### src/rtl/nic_pkg.sv
`timescale 1ns/1ps
package nic_pkg;
    localparam int PRIO_W   = 4;
    localparam int N_EXT    = 12;
    localparam int N_MSG    = 4;
    localparam int N_TMR    = 4;
    localparam int N_SRC    = N_EXT + N_MSG + N_TMR;
    localparam int SRC_W    = $clog2(N_SRC);
    localparam int MSG_BASE = N_EXT;
    localparam int TMR_BASE = N_EXT + N_MSG;
    localparam int ADDR_W   = 6;
    localparam int TMR_W    = 16;

    localparam logic [ADDR_W-1:0] A_TPR = 6'h20;
    localparam logic [ADDR_W-1:0] A_ACK = 6'h21;
    localparam logic [ADDR_W-1:0] A_EOI = 6'h22;
    localparam logic [ADDR_W-1:0] A_SUM = 6'h23;
    localparam logic [ADDR_W-1:0] A_MSG = 6'h24;
    localparam logic [ADDR_W-1:0] A_TMR = 6'h28;
    localparam logic [7:0]        SPURIOUS = 8'hFF;

    typedef struct packed {
        logic              level;
        logic              crit;
        logic              mask;
        logic [PRIO_W-1:0] prio;
    } src_cfg_t;

    typedef struct packed {
        logic              found;
        logic [SRC_W-1:0]  idx;
        logic [PRIO_W-1:0] prio;
    } win_t;

    localparam src_cfg_t CFG_RESET = '{level: 1'b0, crit: 1'b0, mask: 1'b1, prio: '0};

    function automatic src_cfg_t word_to_cfg(input logic [31:0] w);
        src_cfg_t c;
        c.prio  = w[PRIO_W-1:0];
        c.mask  = w[8];
        c.crit  = w[9];
        c.level = w[10];
        return c;
    endfunction

    function automatic logic [31:0] cfg_to_word(input src_cfg_t c);
        logic [31:0] w;
        w = '0;
        w[PRIO_W-1:0] = c.prio;
        w[8]  = c.mask;
        w[9]  = c.crit;
        w[10] = c.level;
        return w;
    endfunction
endpackage

### src/rtl/nic_arbiter.sv
`timescale 1ns/1ps
module nic_arbiter
    import nic_pkg::*;
(
    input  logic [N_SRC-1:0]             elig,
    input  logic [N_SRC-1:0][PRIO_W-1:0] prio,
    output win_t                         win
);
    // Ascending scan with a strict compare: ties keep the lower index
    always_comb begin
        win = '0;
        for (int i = 0; i < N_SRC; i++) begin
            if (elig[i] && (!win.found || prio[i] > win.prio)) begin
                win.found = 1'b1;
                win.idx   = SRC_W'(i);
                win.prio  = prio[i];
            end
        end
    end
endmodule

### src/rtl/nic_nest.sv
`timescale 1ns/1ps
module nic_nest
    import nic_pkg::*;
(
    input  logic              clk,
    input  logic              rst,
    input  logic              push,
    input  logic [PRIO_W-1:0] push_lvl,
    input  logic              pop,
    output logic              any,
    output logic [PRIO_W-1:0] top
);
    localparam int NLVL = 1 << PRIO_W;

    logic [NLVL-1:0] isr_q, isr_d;

    always_comb begin
        any = |isr_q;
        top = '0;
        for (int l = 0; l < NLVL; l++)
            if (isr_q[l]) top = PRIO_W'(l);
    end

    always_comb begin
        isr_d = isr_q;
        if (pop && any) isr_d[top] = 1'b0;
        if (push)       isr_d[push_lvl] = 1'b1;
    end

    always_ff @(posedge clk) begin
        if (rst) isr_q <= '0;
        else     isr_q <= isr_d;
    end

    AST_PUSH_MARKS: assert property (@(posedge clk) disable iff (rst)
        push |=> isr_q[$past(push_lvl)]);
    AST_POP_RETIRES_ONE: assert property (@(posedge clk) disable iff (rst)
        (pop && any && !push) |=> ($countones(isr_q) == $countones($past(isr_q)) - 1));
    AST_POP_EMPTY_NOP: assert property (@(posedge clk) disable iff (rst)
        (pop && !any && !push) |=> (isr_q == '0));
endmodule

### src/rtl/nic_timer.sv
`timescale 1ns/1ps
module nic_timer #(
    parameter int W = 16
) (
    input  logic         clk,
    input  logic         rst,
    input  logic         load,
    input  logic [W-1:0] load_val,
    output logic         fire,
    output logic [W-1:0] reload
);
    logic [W-1:0] cnt_q, reload_q;

    assign reload = reload_q;
    assign fire   = (reload_q != '0) && (cnt_q == W'(1));

    always_ff @(posedge clk) begin
        if (rst) begin
            cnt_q    <= '0;
            reload_q <= '0;
        end else if (load) begin
            cnt_q    <= load_val;
            reload_q <= load_val;
        end else if (reload_q != '0) begin
            cnt_q <= (cnt_q == W'(1)) ? reload_q : cnt_q - W'(1);
        end
    end

    AST_TMR_RELOAD: assert property (@(posedge clk) disable iff (rst)
        (fire && !load) |=> (cnt_q == $past(reload_q)));
    AST_TMR_IDLE: assert property (@(posedge clk) disable iff (rst)
        (reload_q == '0) |-> !fire);
endmodule

### src/rtl/nested_irq_ctrl.sv
`timescale 1ns/1ps
module nested_irq_ctrl
    import nic_pkg::*;
(
    input  logic              clk,
    input  logic              rst,
    input  logic [N_EXT-1:0]  ext_irq,
    input  logic              bus_wr,
    input  logic              bus_rd,
    input  logic [ADDR_W-1:0] bus_addr,
    input  logic [31:0]       bus_wdata,
    output logic [31:0]       bus_rdata,
    output logic              irq_std,
    output logic              irq_crit
);
    src_cfg_t                     cfg_q [N_SRC];
    logic [PRIO_W-1:0]            tpr_q;
    logic [31:0]                  msg_q [N_MSG];
    logic [N_EXT-1:0]             ext_prev_q;
    logic [N_SRC-1:0]             pend_q, pend_d;
    logic [N_SRC-1:0]             set_ev, ack_clr, elig, mask_vec, level_vec, ext_pad;
    logic [N_SRC-1:0][PRIO_W-1:0] prio_vec;
    logic [N_MSG-1:0]             msg_wr;
    logic [N_TMR-1:0]             tmr_wr, tmr_fire;
    logic [N_TMR-1:0][TMR_W-1:0]  tmr_reload;
    win_t                         win;
    logic                         isr_any, present, ack_take, eoi;
    logic [PRIO_W-1:0]            isr_top;

    // ---------------- configuration registers ----------------
    always_ff @(posedge clk) begin
        if (rst) begin
            for (int i = 0; i < N_SRC; i++) cfg_q[i] <= CFG_RESET;
            tpr_q <= '0;
        end else if (bus_wr) begin
            for (int i = 0; i < N_SRC; i++) begin
                if (bus_addr == ADDR_W'(i)) begin
                    cfg_q[i] <= word_to_cfg(bus_wdata);
                    if (i >= N_EXT) cfg_q[i].level <= 1'b0;
                end
            end
            if (bus_addr == A_TPR) tpr_q <= bus_wdata[PRIO_W-1:0];
        end
    end

    always_comb begin
        for (int i = 0; i < N_SRC; i++) begin
            mask_vec[i]  = cfg_q[i].mask;
            level_vec[i] = cfg_q[i].level;
            prio_vec[i]  = cfg_q[i].prio;
        end
    end

    // ---------------- message registers ----------------
    always_comb begin
        for (int k = 0; k < N_MSG; k++)
            msg_wr[k] = bus_wr && (bus_addr == A_MSG + ADDR_W'(k));
        for (int k = 0; k < N_TMR; k++)
            tmr_wr[k] = bus_wr && (bus_addr == A_TMR + ADDR_W'(k));
    end

    always_ff @(posedge clk) begin
        if (rst) begin
            for (int k = 0; k < N_MSG; k++) msg_q[k] <= '0;
        end else begin
            for (int k = 0; k < N_MSG; k++)
                if (msg_wr[k]) msg_q[k] <= bus_wdata;
        end
    end

    // ---------------- timers ----------------
    for (genvar k = 0; k < N_TMR; k++) begin : g_tmr
        nic_timer #(.W(TMR_W)) u_tmr (
            .clk      (clk),
            .rst      (rst),
            .load     (tmr_wr[k]),
            .load_val (bus_wdata[TMR_W-1:0]),
            .fire     (tmr_fire[k]),
            .reload   (tmr_reload[k])
        );
    end

    // ---------------- pending latch ----------------
    assign ext_pad = N_SRC'(ext_irq);

    always_comb begin
        set_ev = '0;
        set_ev[N_EXT-1:0]          = ext_irq & ~ext_prev_q;
        set_ev[MSG_BASE +: N_MSG]  = msg_wr;
        set_ev[TMR_BASE +: N_TMR]  = tmr_fire;
        ack_clr = ack_take ? (N_SRC'(1) << win.idx) : '0;
        for (int i = 0; i < N_SRC; i++)
            pend_d[i] = level_vec[i] ? ext_pad[i]
                                     : ((pend_q[i] & ~ack_clr[i]) | set_ev[i]);
    end

    always_ff @(posedge clk) begin
        if (rst) begin
            pend_q     <= '0;
            ext_prev_q <= '0;
        end else begin
            pend_q     <= pend_d;
            ext_prev_q <= ext_irq;
        end
    end

    // ---------------- selection and nesting ----------------
    assign elig = pend_q & ~mask_vec;

    nic_arbiter u_arb (
        .elig (elig),
        .prio (prio_vec),
        .win  (win)
    );

    assign ack_take = bus_rd && (bus_addr == A_ACK) && present;
    assign eoi      = bus_wr && (bus_addr == A_EOI);

    nic_nest u_nest (
        .clk      (clk),
        .rst      (rst),
        .push     (ack_take),
        .push_lvl (win.prio),
        .pop      (eoi),
        .any      (isr_any),
        .top      (isr_top)
    );

    assign present  = win.found && (win.prio > tpr_q) && (!isr_any || win.prio > isr_top);
    assign irq_std  = present && !cfg_q[win.idx].crit;
    assign irq_crit = present &&  cfg_q[win.idx].crit;

    // ---------------- read mux ----------------
    always_comb begin
        bus_rdata = '0;
        if (bus_addr < ADDR_W'(N_SRC)) begin
            bus_rdata = cfg_to_word(cfg_q[bus_addr[SRC_W-1:0]]);
        end else if (bus_addr == A_TPR) begin
            bus_rdata = 32'(tpr_q);
        end else if (bus_addr == A_ACK) begin
            bus_rdata = present ? 32'(win.idx) : 32'(SPURIOUS);
        end else if (bus_addr == A_SUM) begin
            bus_rdata = 32'(pend_q);
        end else begin
            for (int k = 0; k < N_MSG; k++)
                if (bus_addr == A_MSG + ADDR_W'(k)) bus_rdata = msg_q[k];
            for (int k = 0; k < N_TMR; k++)
                if (bus_addr == A_TMR + ADDR_W'(k)) bus_rdata = 32'(tmr_reload[k]);
        end
    end

    // ---------------- assertions ----------------
    AST_ABOVE_TASK: assert property (@(posedge clk) disable iff (rst)
        (irq_std || irq_crit) |-> (win.prio > tpr_q));
    AST_MASKED_SILENT: assert property (@(posedge clk) disable iff (rst)
        (irq_std || irq_crit) |-> !cfg_q[win.idx].mask);
    AST_ACK_CLEARS: assert property (@(posedge clk) disable iff (rst)
        (ack_take && !level_vec[win.idx] && !set_ev[win.idx]) |=> !pend_q[$past(win.idx)]);
    AST_ACK_RACE_KEEPS: assert property (@(posedge clk) disable iff (rst)
        (ack_take && !level_vec[win.idx] && set_ev[win.idx]) |=> pend_q[$past(win.idx)]);
    for (genvar k = 0; k < N_MSG; k++) begin : g_msg_chk
        AST_MSG_RAISES: assert property (@(posedge clk) disable iff (rst)
            msg_wr[k] |=> pend_q[MSG_BASE + k]);
    end
endmodule

### config.mk
export PLATFORM = sky130hd
export DESIGN_NAME = nested_irq_ctrl
export DESIGN_NICKNAME = d
export VERILOG_FILES = /design/src/rtl/nic_pkg.sv /design/src/rtl/nic_arbiter.sv /design/src/rtl/nic_nest.sv /design/src/rtl/nic_timer.sv /design/src/rtl/nested_irq_ctrl.sv
export SDC_FILE = /design/constraint.sdc
export NUM_CORES = 1
export LEC_CHECK = 0
export BUFFER_PORTS_ARGS = -buffer_cell sky130_fd_sc_hd__buf_2
export CAP_MARGIN = 10
export CORE_AREA = 2 2 256 258
export DETAILED_ROUTE_END_ITERATION = 10
export DIE_AREA = 0 0 258 260
export GPL_ROUTABILITY_DRIVEN = 0
export PLACE_DENSITY_LB_ADDON = 0.15
export SETUP_SLACK_MARGIN = 0.4
export SYNTH_ARGS = -nofsm -noshare
export SYNTH_HDL_FRONTEND = slang
export SYNTH_SLANG_ARGS = --single-unit
### constraint.sdc
create_clock -name clk -period 34.1 [get_ports clk]
set_input_delay 0 -clock clk [delete_from_list [all_inputs] [get_ports clk]]
set_output_delay 0 -clock clk [all_outputs]
set_load 0.01 [all_outputs]
Yosys cells after proc, flatten, opt, wreduce, memory -nomap -nowiden:

Memories as Yosys holds them, arrays and structs flattened.
Index checks and enable logic that the tools add are counted.

* word-level logic and storage cells: 493
* register bits after elaboration: 180
* output and inout bits: 34
* input bits: 54
* memories kept: 2
* bits in writable memories: 268

Memories
* cfg_q: depth 20, width 7, read ports 22, clocked after memory_dff 0, wr ports 20, line nested_irq_ctrl.sv:16 `src_cfg_t cfg_q [N_SRC];`
* msg_q: depth 4, width 32, read ports 4, clocked after memory_dff 0, wr ports 4, line nested_irq_ctrl.sv:18 `logic [31:0] msg_q [N_MSG];`

* bitwise gates (word level): 99
* add/sub/neg operators: 4
* shift-type cells: 1
* eq/ne operators: 35
* reductions and logical operators: 101
* $lt $le $gt $ge: 26
* multiplexer cells: 205

Operators with widths (count)
* $mux 32: 16
* $mux 16: 14
* $mux 10: 20
* $mux 7: 20
* $mux 1: 117
* $gt 4x4->1: 21
* $eq 6x6->1 const B: 12
* $eq 16x1->1 const B: 4
* $reduce_bool 16->1: 4
* $sub 16x1->16 const B: 4
* $or 1x1->1: 52
* $eq 6x4->1 const B: 8
* $logic_and 1x1->1: 41
* $mux 4: 8
* $eq 6x3->1 const B: 4
* $eq 6x5->1 const B: 4
* $logic_not 1->1: 21
* $and 1x1->1: 20
* $and 20x20->20: 1
* $logic_or 1x1->1: 20
* $mux 20: 1
* $not 1->1: 20
* $not 20->20: 1
* $shl 1x5->20 const A: 1
* 19 further kinds: 37

Logic depth before layout (Yosys ltp):

Gate-level depths: netlist of run 1.
An unclocked memory read counts as a cell.

* word-level depth: 89
* gate-level depth with buffers: 184
* gate-level depth less buffers: 181

Hierarchy:

Synthesis of run 1 repeated with hierarchy kept, for this count alone.

* cell total of the unflattened synthesis: 2930
* area total of the unflattened synthesis: 27869.2 µm²

By module, submodules not included
* nested_irq_ctrl: instances 1, cells an instance 1218, area each 14810.5 µm², seq. area each 8588.2 µm²
* nic_timer: instances 4, cells an instance 232, area each 1910.6 µm², seq. area each 640.6 µm²
* nic_arbiter: instances 1, cells an instance 660, area each 4460.5 µm², seq. area each 0.0 µm²
* nic_nest: instances 1, cells an instance 124, area each 955.9 µm², seq. area each 320.3 µm²

Worst setup path before layout of run 1:

No wires, ideal clock.

* path type: flip-flop to flip-flop
* start point: memory cfg_q[0][4] in the netlist's numbering
* end point: register pend_q[13]
* library setup time: 132 ps
* slack: 3726 ps
* arrival time: 30242 ps
* required time: 33968 ps
* path buffers: 4
* period minus slack after synthesis: 30374 ps
* stages on the path, launching flop included: 171
* cells stage by stage: edfxtp_1 > and2b_1 > nand2_1 > ha_1 > nor2b_1 > o211ai_1 > a21oi_1 > o21ai_0 > inv_1 > ha_1 > nor2b_1 > o211ai_1 > a211o_2 > o211a_1 > or2_2 > ha_1 > nor2b_1 > o211ai_1 > [135 not listed] > nand2_1 > nand2_1 > clkbuf_1 > o21ai_0 > a211o_1 > ha_1 > nor2b_1 > o21ai_0 > nand2b_1 > a21oi_1 > a41o_1 > a21oi_1 > o21ai_0 > nor2_1 > nand2_1 > or3_1 > o21ai_0 > a21oi_1

RTL lines
* start, declared: line nested_irq_ctrl.sv:16
* end signal, assigned: line nested_irq_ctrl.sv:102 `pend_q <= pend_d;`
* end, declared: line nested_irq_ctrl.sv:20 `logic [N_SRC-1:0] pend_q, pend_d;`

==> results of run 1 <==
## cells by family after synthesis
family	count (synthesis)	share of synthesized area [%]
multiplexers	136	9.12
AO/OA/AOI/OAI	696	17.3
adder cells (fa/ha/maj)	80	3.92
XOR/XNOR	9	0.308
AND/OR/NAND/NOR	1097	20.8
flip-flops	442	44.9
buffers and inverters	247	3.65
## cell usage after synthesis, drive strengths merged (33+ instances only)
library cell	instances
a21oi	272
dfxtp	180
ha	80
nand2b	62
edfxtp	262
inv	109
o211ai	33
clkbuf	117
nor2	297
mux2i	37
nor4	34
nor3	39
nor2b	65
mux4	72
and2	123
o21ai	172
nand2	303
nand3	63
## stage by stage
stage,instances,hold slack [ps],power [µW],setup WS (ps),util (%)
2_1_floorplan,2707,128,884,3730,-
3_3_place_gp,3539,287,983,486,41.8
3_5_place_dp,3539,287,992,-881,41.8
4_1_cts,3692,3.72,1550,422,45.4
5_1_grt,3717,113,1640,-3.37,46.2
6_report,3718,61.3,1580,1800,46.2
## tightest hold or removal path: cells and delay by family
kind	cells	cell delay, ps
AOI/OAI and AO/OA	2	390
and+or+nand+nor	1	120
buffers and inverters	1	110
## state kept, by name, summed over array words and instances, names as in the netlist
register and flops:
u_nest.isr_q 16, tpr_q 4, msg_q 128, cfg_q 134, g_tmr.u_tmr.reload 64, ext_prev_q 12, pend_q 20, g_tmr.u_tmr.cnt_q 64
## layout make-up
class                           instances  share of cell area, %
Tap cell                              855                   3.62
Clock inverter                         19                  0.512
Timing Repair Buffer                  200                   4.85
Antenna cell                            1                0.00846
Multi-Input combinational cell       2018                   45.7
Clock buffer                           74                   5.16
Inverter                              109                   1.40
Sequential cell                       442                   38.8
## worst max-delay path by stage
stage	start	to	slack [ps]	depth (start not counted)
CTS	cfg_q[0][4]	bus_rdata[5]	420	172
global route	cfg_q[0][4]	bus_rdata[1]	-3	177
finish	cfg_q[0][4]	bus_rdata[0]	1800	171
floorplan	cfg_q[0][4]	pend_q[13]	3730	170
detailed placement	pend_q[0]	pend_q[14]	-880	174
global placement	pend_q[0]	pend_q[12]	490	174
## routing by layer
| metal | track usage [%] | part of all wire, % | vias to the layer above |
|---|---|---|---|
| met3 | 2.72 | 6.3 | 147 |
| met4 | 7.48 | 2.8 | 2 |
| met5 | 0 | 0.013 | - |
| met1 | 34.1 | 43 | 10900 |
| met2 | 43.0 | 48 | 829 |
| li1 | - | - | 10200 |
## power groups by stage
stage	Sequential [µW]	Combinational (µW)	Clock [µW]
after detailed placement	623	370	0
after CTS	611	379	558
final	612	412	551
after global placement	622	362	0
after global routing	615	451	578
after floorplan	613	271	0
## what timing repair did
action	4_1_cts	5_1_grt
endpoints found under the setup margin	46	46
pin swaps	1	22
buffers inserted	7	24
hold endpoints to repair	264	0
cloned	0	1
hold buffers	53	0
resized for setup	10	86
==> impl_metrics.env, run 1 <==
export IMPL_status="finished clean"
export IMPL_clockBufferDepth=3
export IMPL_multiInputGateArea_um2=13500
export IMPL_endpoint_kind="primary output"
export IMPL_clkTransAtPathRegs_ps=70
export IMPL_cts_num_sinks=442
export IMPL_irDropWorstVdd_uv=33.2
export IMPL_drt_total_wl_um=87200
export IMPL_pwr_share_clk_pct=35.0
export IMPL_grt_overflow=0
export IMPL_dr_pass1_iters=6
export IMPL_crit_top_cell="ha_1"
export IMPL_synth_area_leaders="edfxtp_1 (31%), dfxtp_1 (14%), mux4_2 (6.3%)"
export IMPL_clock_latency_ps=600
export IMPL_layout_commonest_cell="nand2_1"
export IMPL_die_area_um2=67100
export IMPL_syn_inst=2707
export IMPL_yosysTopAreaCell="edfxtp_1"
export IMPL_core_area_um2=64100
export IMPL_slowest_delay_ps=420
export IMPL_dpl_instance_area_um2=26800
export IMPL_avgViaCountPerCell=5.94
export IMPL_syn_nets=2841
export IMPL_die_h_um=260
export IMPL_layout_common_cells="nand2_1 (301), nor2_1 (291), edfxtp_1 (262)"
export IMPL_drive_gt1_share_pct=15.4
export IMPL_die_w_um=258
export IMPL_ant_nets=0
export IMPL_ys_flop_type="edfxtp_1"
export IMPL_synthArstFlopShare_pct=0
export IMPL_cp_buffers_inverters=13
export IMPL_wire_per_inst_um=23.5
export IMPL_drtIter0Drc=2040
export IMPL_area_growth_pct=15.8
export IMPL_fin_setup_tns_ps=0
export IMPL_cts_root_buf="clkbuf_16"
export IMPL_worstMarginPinSlew_ps=1190
export IMPL_numCtsBuffers=50
export IMPL_fmax_mhz=31.0
export IMPL_r2r_start="cfg_q[0][4]"
export IMPL_drc=0
export IMPL_crit_required_ps=34100
export IMPL_synth_cell_types=96
export IMPL_synth_area_per_cell_um2=9.44
export IMPL_netlist_area_um2=25600
export IMPL_nFillCells=6079
export IMPL_cp_start_kind="register"
export IMPL_hold_path_class="input pin to register"
export IMPL_grt_start_max_net_pins=83
export IMPL_worst_ep_arrival_time_ps=32300
export IMPL_rows=93
export IMPL_nNetsFinal=2955
export IMPL_ff_latch_area_um2=11500
export IMPL_sequentialPowerShare_pct=38.8
export IMPL_synth_seq_area_share_pct=44.9
export IMPL_layout_min_cycle_time_ps=32300
export IMPL_reg2reg_depth=173
export IMPL_swShare_pct=31.2
export IMPL_hpwl_um=60800
export IMPL_p_int_uw=1080
export IMPL_hold_viol_final=0
export IMPL_maxCapViolCount=0
export IMPL_crit_fanout=11
export IMPL_tritoncts="built"
export IMPL_grt_usage_pct=25.3
export IMPL_grt_pass1_wl_um=131000
export IMPL_slowest_stage="edfxtp_1"
export IMPL_htree_num_levels=2
export IMPL_rr_endpoint="pend_q[13]"
export IMPL_power_switching_uw=492
export IMPL_drv_slew=0
export IMPL_postLayoutCellArea_um2=29600
export IMPL_worstSetupPathType="register to primary output"
export IMPL_initial_core_util_pct=39.9
export IMPL_slew_headroom_pct=20.6
export IMPL_post_route_period_util_pct=94.7
export IMPL_p_per_area_nw_per_um2=53.2
export IMPL_crit_family="compound AO/OA/AOI/OAI gates"
export IMPL_leakagePower_uw=0.0110
export IMPL_ys_ff_latch=442
export IMPL_yosys_warnings=0
export IMPL_synth_edf_count=262
export IMPL_yosysTopAreaCellShare_pct=30.8
export IMPL_antenna_found_initial=1
export IMPL_first_global_vias=21100
export IMPL_io_buffers=87
export IMPL_finalClockSkew_ps=27.1
export IMPL_worstHoldPathCells=4
export IMPL_r2r_slack_ps=2020
export IMPL_ioPinCount=88
export IMPL_routed_via_count=22100
export IMPL_hold_path_end="pend_q[19]"
export IMPL_combPwrFrac_pct=26.2
export IMPL_setup_violations=0
export IMPL_worstHoldStart="bus_rd"
Note: power is estimated with default switching activity, not from simulation.
==> inputs of run 2 (changes only) <==
Settings changed: CELL_PAD_IN_SITES_DETAIL_PLACEMENT set to 1, CELL_PAD_IN_SITES_GLOBAL_PLACEMENT set to 1, CTS_CLUSTER_DIAMETER set to 200.
==> run 2 against run 1 <==
Global-route usage grew 2.3 points; combinational power grew 11%; sequential share of layout area shrank 0.80 points; clock-buffer cell count shrank 4; maximum frequency shrank 1.1%; worst hold slack gained 42 ps; via count grew 2.2%; total power grew 3.8%; first-iteration DRC count shrank 17%; non-clock buffer count grew 43; critical endpoint unchanged; largest power group unchanged; highest routed layer unchanged.
==> impl_metrics.env, run 2 (synthesized netlist as in run 1, its figures left out) <==
export IMPL_dp_cells=3544
export IMPL_status="finished clean"
export IMPL_tritoncts="built"
export IMPL_layout_commonest_cell="nand2_1"
export IMPL_largest_register_ff_count=134
export IMPL_place_ws_ps=-2140
export IMPL_first_global_vias=22900
export IMPL_p_per_area_nw_per_um2=54.1
export IMPL_drtIter0Drc=1698
export IMPL_slowest_stage="or4_4"
export IMPL_top_register="cfg_q"
export IMPL_drv_slew=0
export IMPL_wire_per_inst_um=25.3
export IMPL_rows=93
export IMPL_slowest_delay_ps=530
export IMPL_setup_violations=0
export IMPL_cts_root_buf="clkbuf_16"
export IMPL_hold_viol_final=0
export IMPL_initial_core_util_pct=39.9
export IMPL_area_growth_pct=18.2
export IMPL_clock_latency_ps=600
export IMPL_ff_latch_area_um2=11500
export IMPL_nFillCells=7137
export IMPL_layout_common_cells="nand2_1 (299), nor2_1 (293), edfxtp_1 (262)"
export IMPL_endpoint_kind="primary output"
export IMPL_clockBufferDepth=3
export IMPL_clkTransAtPathRegs_ps=60
export IMPL_finalClockSkew_ps=15.1
export IMPL_routed_via_count=22600
export IMPL_numCtsBuffers=49
export IMPL_final_core_util_pct=47.1
export IMPL_leakagePower_uw=0.0112
export IMPL_grt_pass1_wl_um=143000
export IMPL_fin_cells=3761
export IMPL_io_buffers=87
export IMPL_drt_total_wl_um=95300
export IMPL_crit_required_ps=34100
export IMPL_drive_gt1_share_pct=17.7
export IMPL_dpl_instance_area_um2=26800
export IMPL_antenna_found_initial=4
export IMPL_worstMarginPinSlew_ps=1220
export IMPL_ioPinCount=88
export IMPL_multiInputGateArea_um2=13800
export IMPL_post_route_period_util_pct=95.8
export IMPL_nNetsFinal=2997
export IMPL_grt_start_max_net_pins=74
export IMPL_cp_start_kind="register"
export IMPL_htree_num_levels=2
export IMPL_hold_path_class="input pin to register"
export IMPL_die_w_um=258
export IMPL_worstSetupPathType="register to primary output"
export IMPL_worst_ep_arrival_time_ps=32670
export IMPL_ant_nets=0
export IMPL_cts_num_sinks=442
export IMPL_crit_top_cell="ha_1"
export IMPL_dr_pass1_iters=5
export IMPL_fin_ws_ps=1430
export IMPL_die_area_um2=67100
export IMPL_layout_min_cycle_time_ps=32670
export IMPL_fin_setup_tns_ps=0
export IMPL_avgViaCountPerCell=6.01
export IMPL_grt_overflow=0
export IMPL_postLayoutCellArea_um2=30200
export IMPL_grt_usage_pct=27.6
export IMPL_hpwl_um=67000
export IMPL_crit_fanout=7
export IMPL_maxCapViolCount=0
export IMPL_die_h_um=260
export IMPL_core_area_um2=64100
export IMPL_fmax_mhz=30.6
export IMPL_top_regs="cfg_q: 134 flops, msg_q: 128 flops"
export IMPL_drc=0
export IMPL_slew_headroom_pct=18.8
export IMPL_irDropWorstVdd_uv=36.6
[run 2: cell types whose count changed in the layout (fill, tap and decap cells not counted), moves of 4 or more]
cell       delta
ha_1          -9
ha_4          +9
buf_4        +43
mux2i_1       -4
bufinv_16     +4
a21oi_1       -4
clkbuf_16     -4
o21ai_0       -4
[run 2: path summary, 6_finish.rpt]
path	start	end	slack (ps)	depth (start not counted)
hold reg to reg	cfg_q[19][6]	pend_q[19]	470	1
setup / recovery	cfg_q[0][4]	bus_rdata[0]	1430	165
hold / removal	bus_rd	pend_q[19]	100	4
setup reg to reg	cfg_q[0][4]	pend_q[15]	1580	168
[run 2: final cells by class]
class	count	area share, %
Clock buffer	70	4.69
Antenna cell	2	0.0166
Tap cell	855	3.54
Inverter	109	1.37
Sequential cell	442	38.0
Clock inverter	22	0.923
Multi-Input combinational cell	2018	45.6
Timing Repair Buffer	243	5.86
[run 2: per-layer routing]
metal | GRT usage (%) | up-vias | wire [µm]
met5 | 0 | - | 8
met4 | 9.51 | 2 | 3350
met3 | 2.69 | 160 | 4600
met2 | 46.9 | 668 | 46000
met1 | 37.0 | 11500 | 41300
li1 | - | 10300 | -
[run 2: metrics by stage]
step                hold slack, ps  total power [µW]
floorplan                      128               884
global placement               284               989
detailed placement             290              1000
CTS                           51.2              1590
global route                   135              1700
finish                         103              1640
[run 2: timing repair]
action	in CTS	in global routing
setup endpoints to repair	46	46
gates cloned	0	1
gates resized for setup	42	107
hold buffers	50	0
pin swaps	4	48
buffers inserted	19	53
endpoints found under the hold margin	268	0
[run 2: power by group]
| part | leakage, µW | switching [µW] | internal, µW | total, µW |
|---|---|---|---|---|
| sequential | 0.00396 | 22.7 | 590 | 613 |
| clock | 0.000835 | 229 | 335 | 564 |
| combinational | 0.00644 | 266 | 192 | 458 |
[run 2: worst max-delay path: cells and delay by family, from the launching register on]
family | cells | cell delay [ps]
DFF | 1 | 410
AOI/OAI and AO/OA | 73 | 13520
adders and majority gates | 20 | 5780
and+or+nand+nor | 44 | 6870
muxes | 12 | 3300
buffers and inverters | 16 | 2170
